==> src/rtl/gray_ptr_pkg.sv <==
package gray_ptr_pkg;

    typedef enum logic {
        ERR_CLEAN   = 1'b0,
        ERR_LATCHED = 1'b1
    } err_state_e;

endpackage

==> src/rtl/gray_ptr_incr.sv <==
module gray_ptr_incr #(
    parameter int W = 4
) (
    input  logic [W-1:0] cur,
    input  logic         adv,
    output logic [W-1:0] nxt
);
    localparam int PAD = W - 1;

    always_comb begin
        nxt = cur + {{PAD{1'b0}}, adv};
    end
endmodule

==> src/rtl/gray_ptr_enc.sv <==
module gray_ptr_enc #(
    parameter int W = 4
) (
    input  logic [W-1:0] bin,
    output logic [W-1:0] gray
);
    localparam int TOP = W - 1;

    assign gray[TOP] = bin[TOP];

    generate
        for (genvar i = 0; i < TOP; i++) begin : g_xor
            assign gray[i] = bin[i] ^ bin[i+1];
        end
    endgenerate
endmodule

==> src/rtl/gray_ptr_err_fsm.sv <==
module gray_ptr_err_fsm
    import gray_ptr_pkg::*;
(
    input  logic clk,
    input  logic rst_n,
    input  logic refused,
    output logic flag
);
    err_state_e state_q;
    err_state_e state_d;

    always_comb begin
        state_d = state_q;
        unique case (state_q)
            ERR_CLEAN:   state_d = refused ? ERR_LATCHED : ERR_CLEAN;
            ERR_LATCHED: state_d = ERR_LATCHED;
            default:     state_d = ERR_CLEAN;
        endcase
    end

    always_ff @(posedge clk or negedge rst_n) begin
        if (!rst_n) begin
            state_q <= ERR_CLEAN;
        end else begin
            state_q <= state_d;
        end
    end

    always_comb begin
        unique case (state_q)
            ERR_CLEAN:   flag = 1'b0;
            ERR_LATCHED: flag = 1'b1;
            default:     flag = 1'b0;
        endcase
    end
endmodule

==> src/rtl/gray_ptr_counter.sv <==
module gray_ptr_counter #(
    parameter int ADDR_W = 3,
    parameter int PTR_W  = ADDR_W + 1
) (
    input  logic              clk,
    input  logic              rst_n,
    input  logic              inc,
    input  logic              blocked,
    output logic [PTR_W-1:0]  gray_ptr,
    output logic [ADDR_W-1:0] bin_addr,
    output logic              err_flag
);
    logic [PTR_W-1:0] bin_q;
    logic [PTR_W-1:0] bin_d;
    logic [PTR_W-1:0] gray_q;
    logic [PTR_W-1:0] gray_d;
    logic             grant;
    logic             refused;

    assign grant   = inc & ~blocked;
    assign refused = inc & blocked;

    gray_ptr_incr #(.W(PTR_W)) u_incr (
        .cur (bin_q),
        .adv (grant),
        .nxt (bin_d)
    );

    gray_ptr_enc #(.W(PTR_W)) u_enc (
        .bin  (bin_d),
        .gray (gray_d)
    );

    gray_ptr_err_fsm u_err (
        .clk     (clk),
        .rst_n   (rst_n),
        .refused (refused),
        .flag    (err_flag)
    );

    always_ff @(posedge clk or negedge rst_n) begin
        if (!rst_n) begin
            bin_q  <= '0;
            gray_q <= '0;
        end else begin
            bin_q  <= bin_d;
            gray_q <= gray_d;
        end
    end

    assign gray_ptr = gray_q;
    assign bin_addr = bin_q[ADDR_W-1:0];
endmodule

==> config.mk <==
export PLATFORM = sky130hd
export DESIGN_NAME = gray_ptr_counter
export DESIGN_NICKNAME = d
export VERILOG_FILES = /design/src/rtl/gray_ptr_pkg.sv /design/src/rtl/gray_ptr_incr.sv /design/src/rtl/gray_ptr_enc.sv /design/src/rtl/gray_ptr_err_fsm.sv /design/src/rtl/gray_ptr_counter.sv
export SDC_FILE = /design/constraint.sdc
export NUM_CORES = 1
export LEC_CHECK = 0
export ABC_CLOCK_PERIOD_IN_PS = 1400
export BUFFER_PORTS_ARGS = -buffer_cell sky130_fd_sc_hd__buf_2
export CORE_AREA = 10 10 47 49
export DETAILED_ROUTE_END_ITERATION = 10
export DIE_AREA = 0 0 57 59
export PLACE_DENSITY_LB_ADDON = 0.15
export SYNTH_ARGS = -nofsm -noshare
export SYNTH_HDL_FRONTEND = slang
export SYNTH_HIERARCHICAL = 1
export SYNTH_SLANG_ARGS = --single-unit
==> constraint.sdc <==
create_clock -name clk -period 1.4 [get_ports clk]
set_input_delay 0.21 -clock clk [delete_from_list [all_inputs] [get_ports clk]]
set_output_delay 0.21 -clock clk [all_outputs]
set_load 0.01 [all_outputs]
* After elaboration in Yosys (flattened, before gate mapping) *
Cells that the tools add are included.

word-level totals
  output and inout port bits = 8
  bits of input ports = 4
  bits in registers = 9
  logic and storage cells = 14

cells by class
  bitwise gates (word level) = 7
  add/sub/neg operators = 1
  multiplexer cells = 3

operator list
  operator     count
  $add 4x1->4  1
  $pmux 1 s2   2
  $xor 1x1->1  3
  $and 1x1->1  2
  $not 1->1    2
  $mux 1       1

* Longest topological paths before layout *
Gate-level depths: netlist of the first run.

  depth after elaboration = 4
  depth in mapped cells = 5
  depth with buffers taken out = 5

* Modules after synthesis *
Netlist of the first run, hierarchy kept.

by module, submodules not included
  module            sequential area each (um^2)  cells an instance  times used  area each (um^2)
  gray_ptr_counter  200.2                        13                 1           239.0
  gray_ptr_incr     0.0                          5                  1           52.6
  gray_ptr_enc      0.0                          4                  1           33.8
  gray_ptr_err_fsm  25.0                         2                  1           31.3

* Worst setup path after synthesis of the first run *
Ideal clock, no wire load.

  kind = input-to-reg
  from = input blocked
  to = register gray_q[1], in the netlist gray_ptr[1]
  cell stages on the path = 5
  path slack = 148 ps
  path buffers = 0
  data required time = 1321 ps
  setup time = 79 ps
  arrival = 1173 ps
  cells stage by stage = and2b_2 > ha_1 > ha_1 > xor2_1 > xor2_1

between the ends
  word-level cells in the longest chain between the ends = 4

ends and longest elaborated chain
  what                  RTL line                text
  start, declared       gray_ptr_counter.sv:8   input logic blocked,
  $not 1->1             gray_ptr_counter.sv:20  assign grant = inc & ~blocked;
  $and 1x1->1           gray_ptr_counter.sv:20
  $add 4x1->4           gray_ptr_incr.sv:11     nxt = cur + {{PAD{1'b0}}, adv};
  net bin_d[2]          gray_ptr_counter.sv:14  logic [PTR_W-1:0] bin_d;
  $xor 1x1->1           gray_ptr_enc.sv:13      assign gray[i] = bin[i] ^ bin[i+1];
  net gray_d[1]         gray_ptr_counter.sv:16  logic [PTR_W-1:0] gray_d;
  end signal, assigned  gray_ptr_counter.sv:47  gray_q <= gray_d;
  end, declared         gray_ptr_counter.sv:15  logic [PTR_W-1:0] gray_q;

The timed path passes the listed nets, and every way through them passes these cells.

* Worst setup path in the final report of the first run *
  from = register bin_q[0]
  to = register gray_q[1], in the netlist gray_ptr[1]

between the ends
  word-level cells in the longest chain between the ends = 2

ends and longest elaborated chain
  what                    RTL line                text
  start, declared         gray_ptr_counter.sv:13  logic [PTR_W-1:0] bin_q;
  start signal, assigned  gray_ptr_counter.sv:46  bin_q <= bin_d;
  $add 4x1->4             gray_ptr_incr.sv:11
  net bin_d[2]            gray_ptr_counter.sv:14
  $xor 1x1->1             gray_ptr_enc.sv:13
  net gray_d[1]           gray_ptr_counter.sv:16

The timed path passes the listed nets, and every way through them passes these cells.

==> out/metrics.cfg, run 1 <==
[sta]
final_hold_viol_count = 0
maxSlewHeadroom_pct = 79.27
setup_viol_count_final = 0
max_freq_mhz = 766.8
slew_violations = 0
fin_crit_sh_pct = 93.15
rsz0062_at_grt = no
skew_ps = 0.9436
final.min_clock_period_ps = 1304
tightest_slew_ps = 309.9
fin_ws_ps = 95.93

[pwr]
pwr-share-seq_pct = 44.0
switching_share_pct = 34.25
power_switching_mw = 0.3412
power.internal_mw = 0.6550
leakagePower_nw = 0.2211
clkPwrFrac_pct = 19.8
comb_power_share_pct = 36.2
ir_worst_vdd_mv = 0.7161
power_density_nw_per_um2 = 2230

[finish]
nNetsFinal = 44
seq_area_um2 = 225.2
drive_above_1_share_pct = 51.35
final_core_utilization_pct = 31.87
multi_input_area_um2 = 101.3
fillers = 159
diodes = 0
syn_to_final_growth_pct = 25.26

[clock_network]
cts_resized = 0
holdBufCountCts = 1
clk_latency_ps = 260
cts_tree = built
cts_root_buf = clkbuf_4
h-tree-depth = 1
path_clk_slew_ps = 60
postCtsSetupBuffers = 0
cts_buffer_depth = 2
clock_sinks = 9
cts_inserted_buffers = 3

[min_path]
hold_class = in -> reg
hp-start = inc
holdPathEnd = u_err/state_q$_DFF_PN0_
hold_path_depth = 3

[die]
die-area_um2 = 3363
core_area_um2 = 1401
start_util_pct = 25.45
die_x_um = 57
die_y_um = 59
rows = 14
ioPinCount = 12

[placed_design]
pre_cts_ws_ps = -29.69
portBuffers = 11
gp_congestion = 0.7279

[synthesis]
yosys_register_bits = 9
async_flop_share_pct = 100.0
ys_top_cells_by_count = 9 x dfrtp_1, 4 x buf_4, 4 x xor2_1
yosys_most_used_dff = dfrtp_1
yosys-top-cells-area = dfrtp_1 63%, xor2_1 9.8%, buf_4 8.4%
synth.most_common_cell = dfrtp_1
netlist_instances = 24
synth_area_leader_cell = dfrtp_1
synth_cell_types = 9
synth_edf_count = 0
synth_top_area_share_pct = 63.16
synth_area_um2 = 356.6
syn_nets = 30
synth_warnings = 6
synth_seq_area_share_pct = 63.16
avgSynthCellArea_um2 = 14.86

[setup_path]
cp-end-kind = flop
reg2reg_slack_ps = 100
cp_max_fo = 3
required_ps = 1590
worstRegToRegCells = 4
crit_path_start_kind = flop
path_class = reg -> reg
cp.arrival_ps = 1490
reg2reg_from = bin_q[0]$_DFF_PN0_
r2r_end = gray_ptr[1]$_DFF_PN0_

[grt]
grt_max_degree = 10
grt_pass1_vias = 209
gr-total-overflow = 0
grt.total_usage_pct = 3.742
antenna_found_initial = 0
grt_pass1_wl_um = 910

[detailed_routing]
totalWireLength_um = 584
drt_iter0_drc = 2
drcViolationCount = 0
via_per_inst = 3.717
ant_nets = 0
dr.pass1.iters = 2
wire_per_inst_um = 11.02
via_count = 197

[run]
cap_violations = 0

[status]
status = completed

## worst max-delay path: stages (launching register included)
cell	delay, ps
dfrtp_1	370
ha_1	220
ha_1	190
xor2_1	280
xor2_1	170
## layout by cell type, fill, tap and decap left out, drive strengths merged
cell type,instances
or2,1
dlygate4sd3,1
ha,2
xnor2,1
nand3,1
and2,1
buf,12
clkbuf,3
and2b,1
xor2,4
dfrtp,9
clkinv,1
## worst max path at each step
stage / from / end / slack (ps) / depth (start not counted)
final: bin_q[0]$_DFF_PN0_ / gray_ptr[1]$_DFF_PN0_ / 100 / 4
after global routing: bin_q[0]$_DFF_PN0_ / gray_ptr[1]$_DFF_PN0_ / 9 / 4
after CTS: bin_q[0]$_DFF_PN0_ / gray_ptr[1]$_DFF_PN0_ / 70 / 4
after detailed placement: inc / gray_ptr[1]$_DFF_PN0_ / -30 / 6
after global placement: blocked / gray_ptr[1]$_DFF_PN0_ / -6 / 6
after floorplan: blocked / gray_ptr[1]$_DFF_PN0_ / 150 / 5
## sequential cells by signal (all words and copies together) (netlist names)
name and count:
bin_q 4, u_err/state_q 1, gray_ptr 4
## kinds of logic after synthesis
group	synth area share, %
xor+xnor	12.28
fa+ha+maj	7.016
buf+inv	8.421
flops	63.16
simple gates	9.125
## metrics by stage
| stage | hold slack, ps | std cells | total power, mW | TNS, ps | cell area, um2 |
|---|---|---|---|---|---|
| 4_1_cts | 258.5 | 53 | 1.026 | 0 | 446.7 |
| 5_1_grt | 293.0 | 53 | 1.071 | 0 | 446.7 |
| 6_report | 262.9 | 53 | 0.9962 | 0 | 446.7 |
| 2_1_floorplan | -85.59 | 24 | 0.7442 | 0 | 356.6 |
| 3_3_place_gp | 66.12 | 48 | 0.8168 | -6.123 | 409.1 |
| 3_5_place_dp | 68.19 | 48 | 0.8189 | -56.42 | 409.1 |
## metal layers
metal	vias to the layer above	GRT usage [%]	share of wire, %
li1	98	-	-
met1	91	2.906	36
met2	6	6.047	54
met3	2	3.004	8.7
met4	0	3.020	1.2
met5	-	0	0
## cell type report
cell class	instances	share of cell area [%]
multi-input combinational	11	22.69
clock buffer	3	5.042
clock inverter	1	1.120
tap	16	4.482
sequential	9	50.42
timing repair buffer	13	16.25
## power groups by stage
stage               clock network [mW]  registers, mW  logic, mW
floorplan                            0          0.476      0.268
global placement                     0          0.444      0.373
detailed placement                   0          0.444      0.375
CTS                              0.207          0.441      0.378
global route                     0.222          0.451      0.398
finish                           0.197          0.439      0.360
Note: power is estimated with default switching activity, not from simulation.
==> inputs of run 2 (changes only) <==
--- a/config.mk
+++ b/config.mk
@@ -5,6 +5,7 @@
 export SDC_FILE = /design/constraint.sdc
 export NUM_CORES = 1
 export LEC_CHECK = 0
+export ABC_AREA = 1
 export ABC_CLOCK_PERIOD_IN_PS = 1400
 export BUFFER_PORTS_ARGS = -buffer_cell sky130_fd_sc_hd__buf_2
 export CORE_AREA = 10 10 47 49
==> out/metrics.cfg, run 2 <==
[status]
status = completed

[pwr]
power_switching_mw = 0.3990
power.internal_mw = 0.6840
ir_worst_vdd_mv = 0.6501
comb_power_share_pct = 41.2
switching_share_pct = 36.84
power_density_nw_per_um2 = 2186
clkPwrFrac_pct = 18.3
power.total_mw = 1.083
leakagePower_nw = 0.2869
pwr-share-seq_pct = 40.5

[sta]
setup_viol_count_final = 0
final_hold_viol_count = 0
slew_violations = 0
skew_ps = 7.688
fin_tns_setup_ps = 0
hold_slack_ps = 222.7
fin_ws_ps = 98.37
final.min_clock_period_ps = 1302
tightest_slew_ps = 211.3
rsz0062_at_grt = no
fin_crit_sh_pct = 92.97
maxSlewHeadroom_pct = 85.90
max_freq_mhz = 768.3

[synthesis]
async_flop_share_pct = 100.0
yosys_register_bits = 9
synth_top_family_by_area = simple AND/OR/NAND/NOR gates
synth_seq_area_share_pct = 57.88
synth_edf_count = 0
synth.most_common_cell = nand2_1
yosys-top-cells-area = dfrtp_1 58%, nand2_1 13%, inv_1 8.7%
synth_mux_area_share_pct = 0
netlist_instances = 41
yosys.area_share.simple_pct = 17.04
syn_nets = 47
yosys_most_used_dff = dfrtp_1
synth_warnings = 6
synth_area_leader_cell = dfrtp_1
synth_cell_types = 9
synth_area_um2 = 389.1
synth_compound_area_share_pct = 0
avgSynthCellArea_um2 = 9.491
synth_xor_area_share_pct = 2.251
synth_top_area_share_pct = 57.88
synthAdderAreaFrac_pct = 6.431
ys_top_cells_by_count = 13 x nand2_1, 9 x dfrtp_1, 9 x inv_1

[die]
die_y_um = 59
die_x_um = 57
ioPinCount = 12
core_area_um2 = 1401
start_util_pct = 27.77
die-area_um2 = 3363
rows = 14

[finish]
stdcell_count = 71
nNetsFinal = 62
diodes = 0
drive_above_1_share_pct = 34.55
syn_to_final_growth_pct = 27.33
final_cell_mix = 13 x nand2_1, 11 x buf_2, 9 x inv_1, 9 x dfrtp_1, 3 x clkbuf_4
final_common_cell = nand2_1

[detailed_routing]
drcViolationCount = 0
ant_nets = 0
dr.pass1.iters = 3
via_per_inst = 3.690
wire_per_inst_um = 9.563
drt_iter0_drc = 7
totalWireLength_um = 679
via_count = 262

[clock_network]
cts_root_buf = clkbuf_4
cts_inserted_buffers = 3
h-tree-depth = 1
cts_tree = built
clk_latency_ps = 260
clock_sinks = 9
cts_buffer_depth = 2
path_clk_slew_ps = 60

[setup_path]
cp-end-kind = flop
worstRegToRegCells = 6
cp_max_fo = 4
cp.arrival_ps = 1450
crit_path_start_kind = flop
crit_start = bin_q[0]$_DFF_PN0_
cp-endpoint = gray_ptr[2]$_DFF_PN0_
reg2reg_slack_ps = 100
reg2reg_from = bin_q[0]$_DFF_PN0_
r2r_end = gray_ptr[2]$_DFF_PN0_
path_class = reg -> reg
required_ps = 1550

[grt]
grt_max_degree = 10
grt_pass1_vias = 268
antenna_found_initial = 0
grt.total_usage_pct = 4.752
gr-total-overflow = 0
grt_pass1_wl_mm = 1.193

[min_path]
hold_class = in -> reg
hold_path_depth = 5
hp-start = inc

[placed_design]
dp.cells = 65
dpl.hpwl_um = 521.9
gp_congestion = 0.6490
pre_cts_ws_ps = 23.12
portBuffers = 11

[run]
cap_violations = 0

[run 2: routing by layer]
layer | track usage, % | up-vias | share of wire, %
li1 | - | 143 | -
met1 | 4.988 | 113 | 47
met2 | 6.357 | 6 | 45
met3 | 2.575 | 0 | 8.4
met4 | 5.034 | 0 | 0
met5 | 0 | - | 0
[run 2: power by group through the flow]
stage / Sequential [mW] / Combinational, mW / Clock, mW
2_1_floorplan: 0.468 / 0.301 / 0
3_3_place_gp: 0.439 / 0.418 / 0
3_5_place_dp: 0.437 / 0.418 / 0
4_1_cts: 0.432 / 0.421 / 0.210
5_1_grt: 0.454 / 0.507 / 0.221
6_report: 0.439 / 0.446 / 0.198
[run 2: through the flow]
| stage | area, um2 | util (%) |
|---|---|---|
| after floorplan | 389.1 | - |
| after global placement | 441.7 | 31.52 |
| after detailed placement | 441.7 | 31.52 |
| after CTS | 478.0 | 34.11 |
| after global routing | 495.5 | 35.36 |
| final | 495.5 | 35.36 |
[run 2: how the worst min path moves through the flow]
stage                               to  slack, ps
2_1_floorplan       bin_q[0]$_DFF_PN0_        -90
3_3_place_gp     gray_ptr[3]$_DFF_PN0_         70
3_5_place_dp     gray_ptr[3]$_DFF_PN0_         80
4_1_cts        u_err/state_q$_DFF_PN0_        210
5_1_grt        u_err/state_q$_DFF_PN0_        310
6_report       u_err/state_q$_DFF_PN0_        220
[run 2: cells by family after synthesis]
logic type	after synthesis
DFF	9
and+or+nand+nor	16
adders and majority gates	2
buffers and inverters	13
xor gates and xnor gates	1
[run 2: cell type report]
type                            count  area, um2
Fill cell                         156      905.9
Timing Repair Buffer               14      80.08
Clock buffer                        4      26.28
Tap cell                           16      20.02
Multi-Input combinational cell     19      110.1
Inverter                            9      33.78
Sequential cell                     9      225.2
[run 2: worst max-delay path, stage by stage, from the launching register on]
cell and delay (ps):
dfrtp_1 380, ha_1 220, ha_2 190, xor2_2 160, buf_4 140, nand2_1 50
nand2_1 40
[run 2: repair_timing]
action	CTS	global route
hold buffers	1	0
endpoints found under the setup margin	0	2
gates resized for setup	0	2
endpoints found under the hold margin	9	0
buffers inserted	0	1
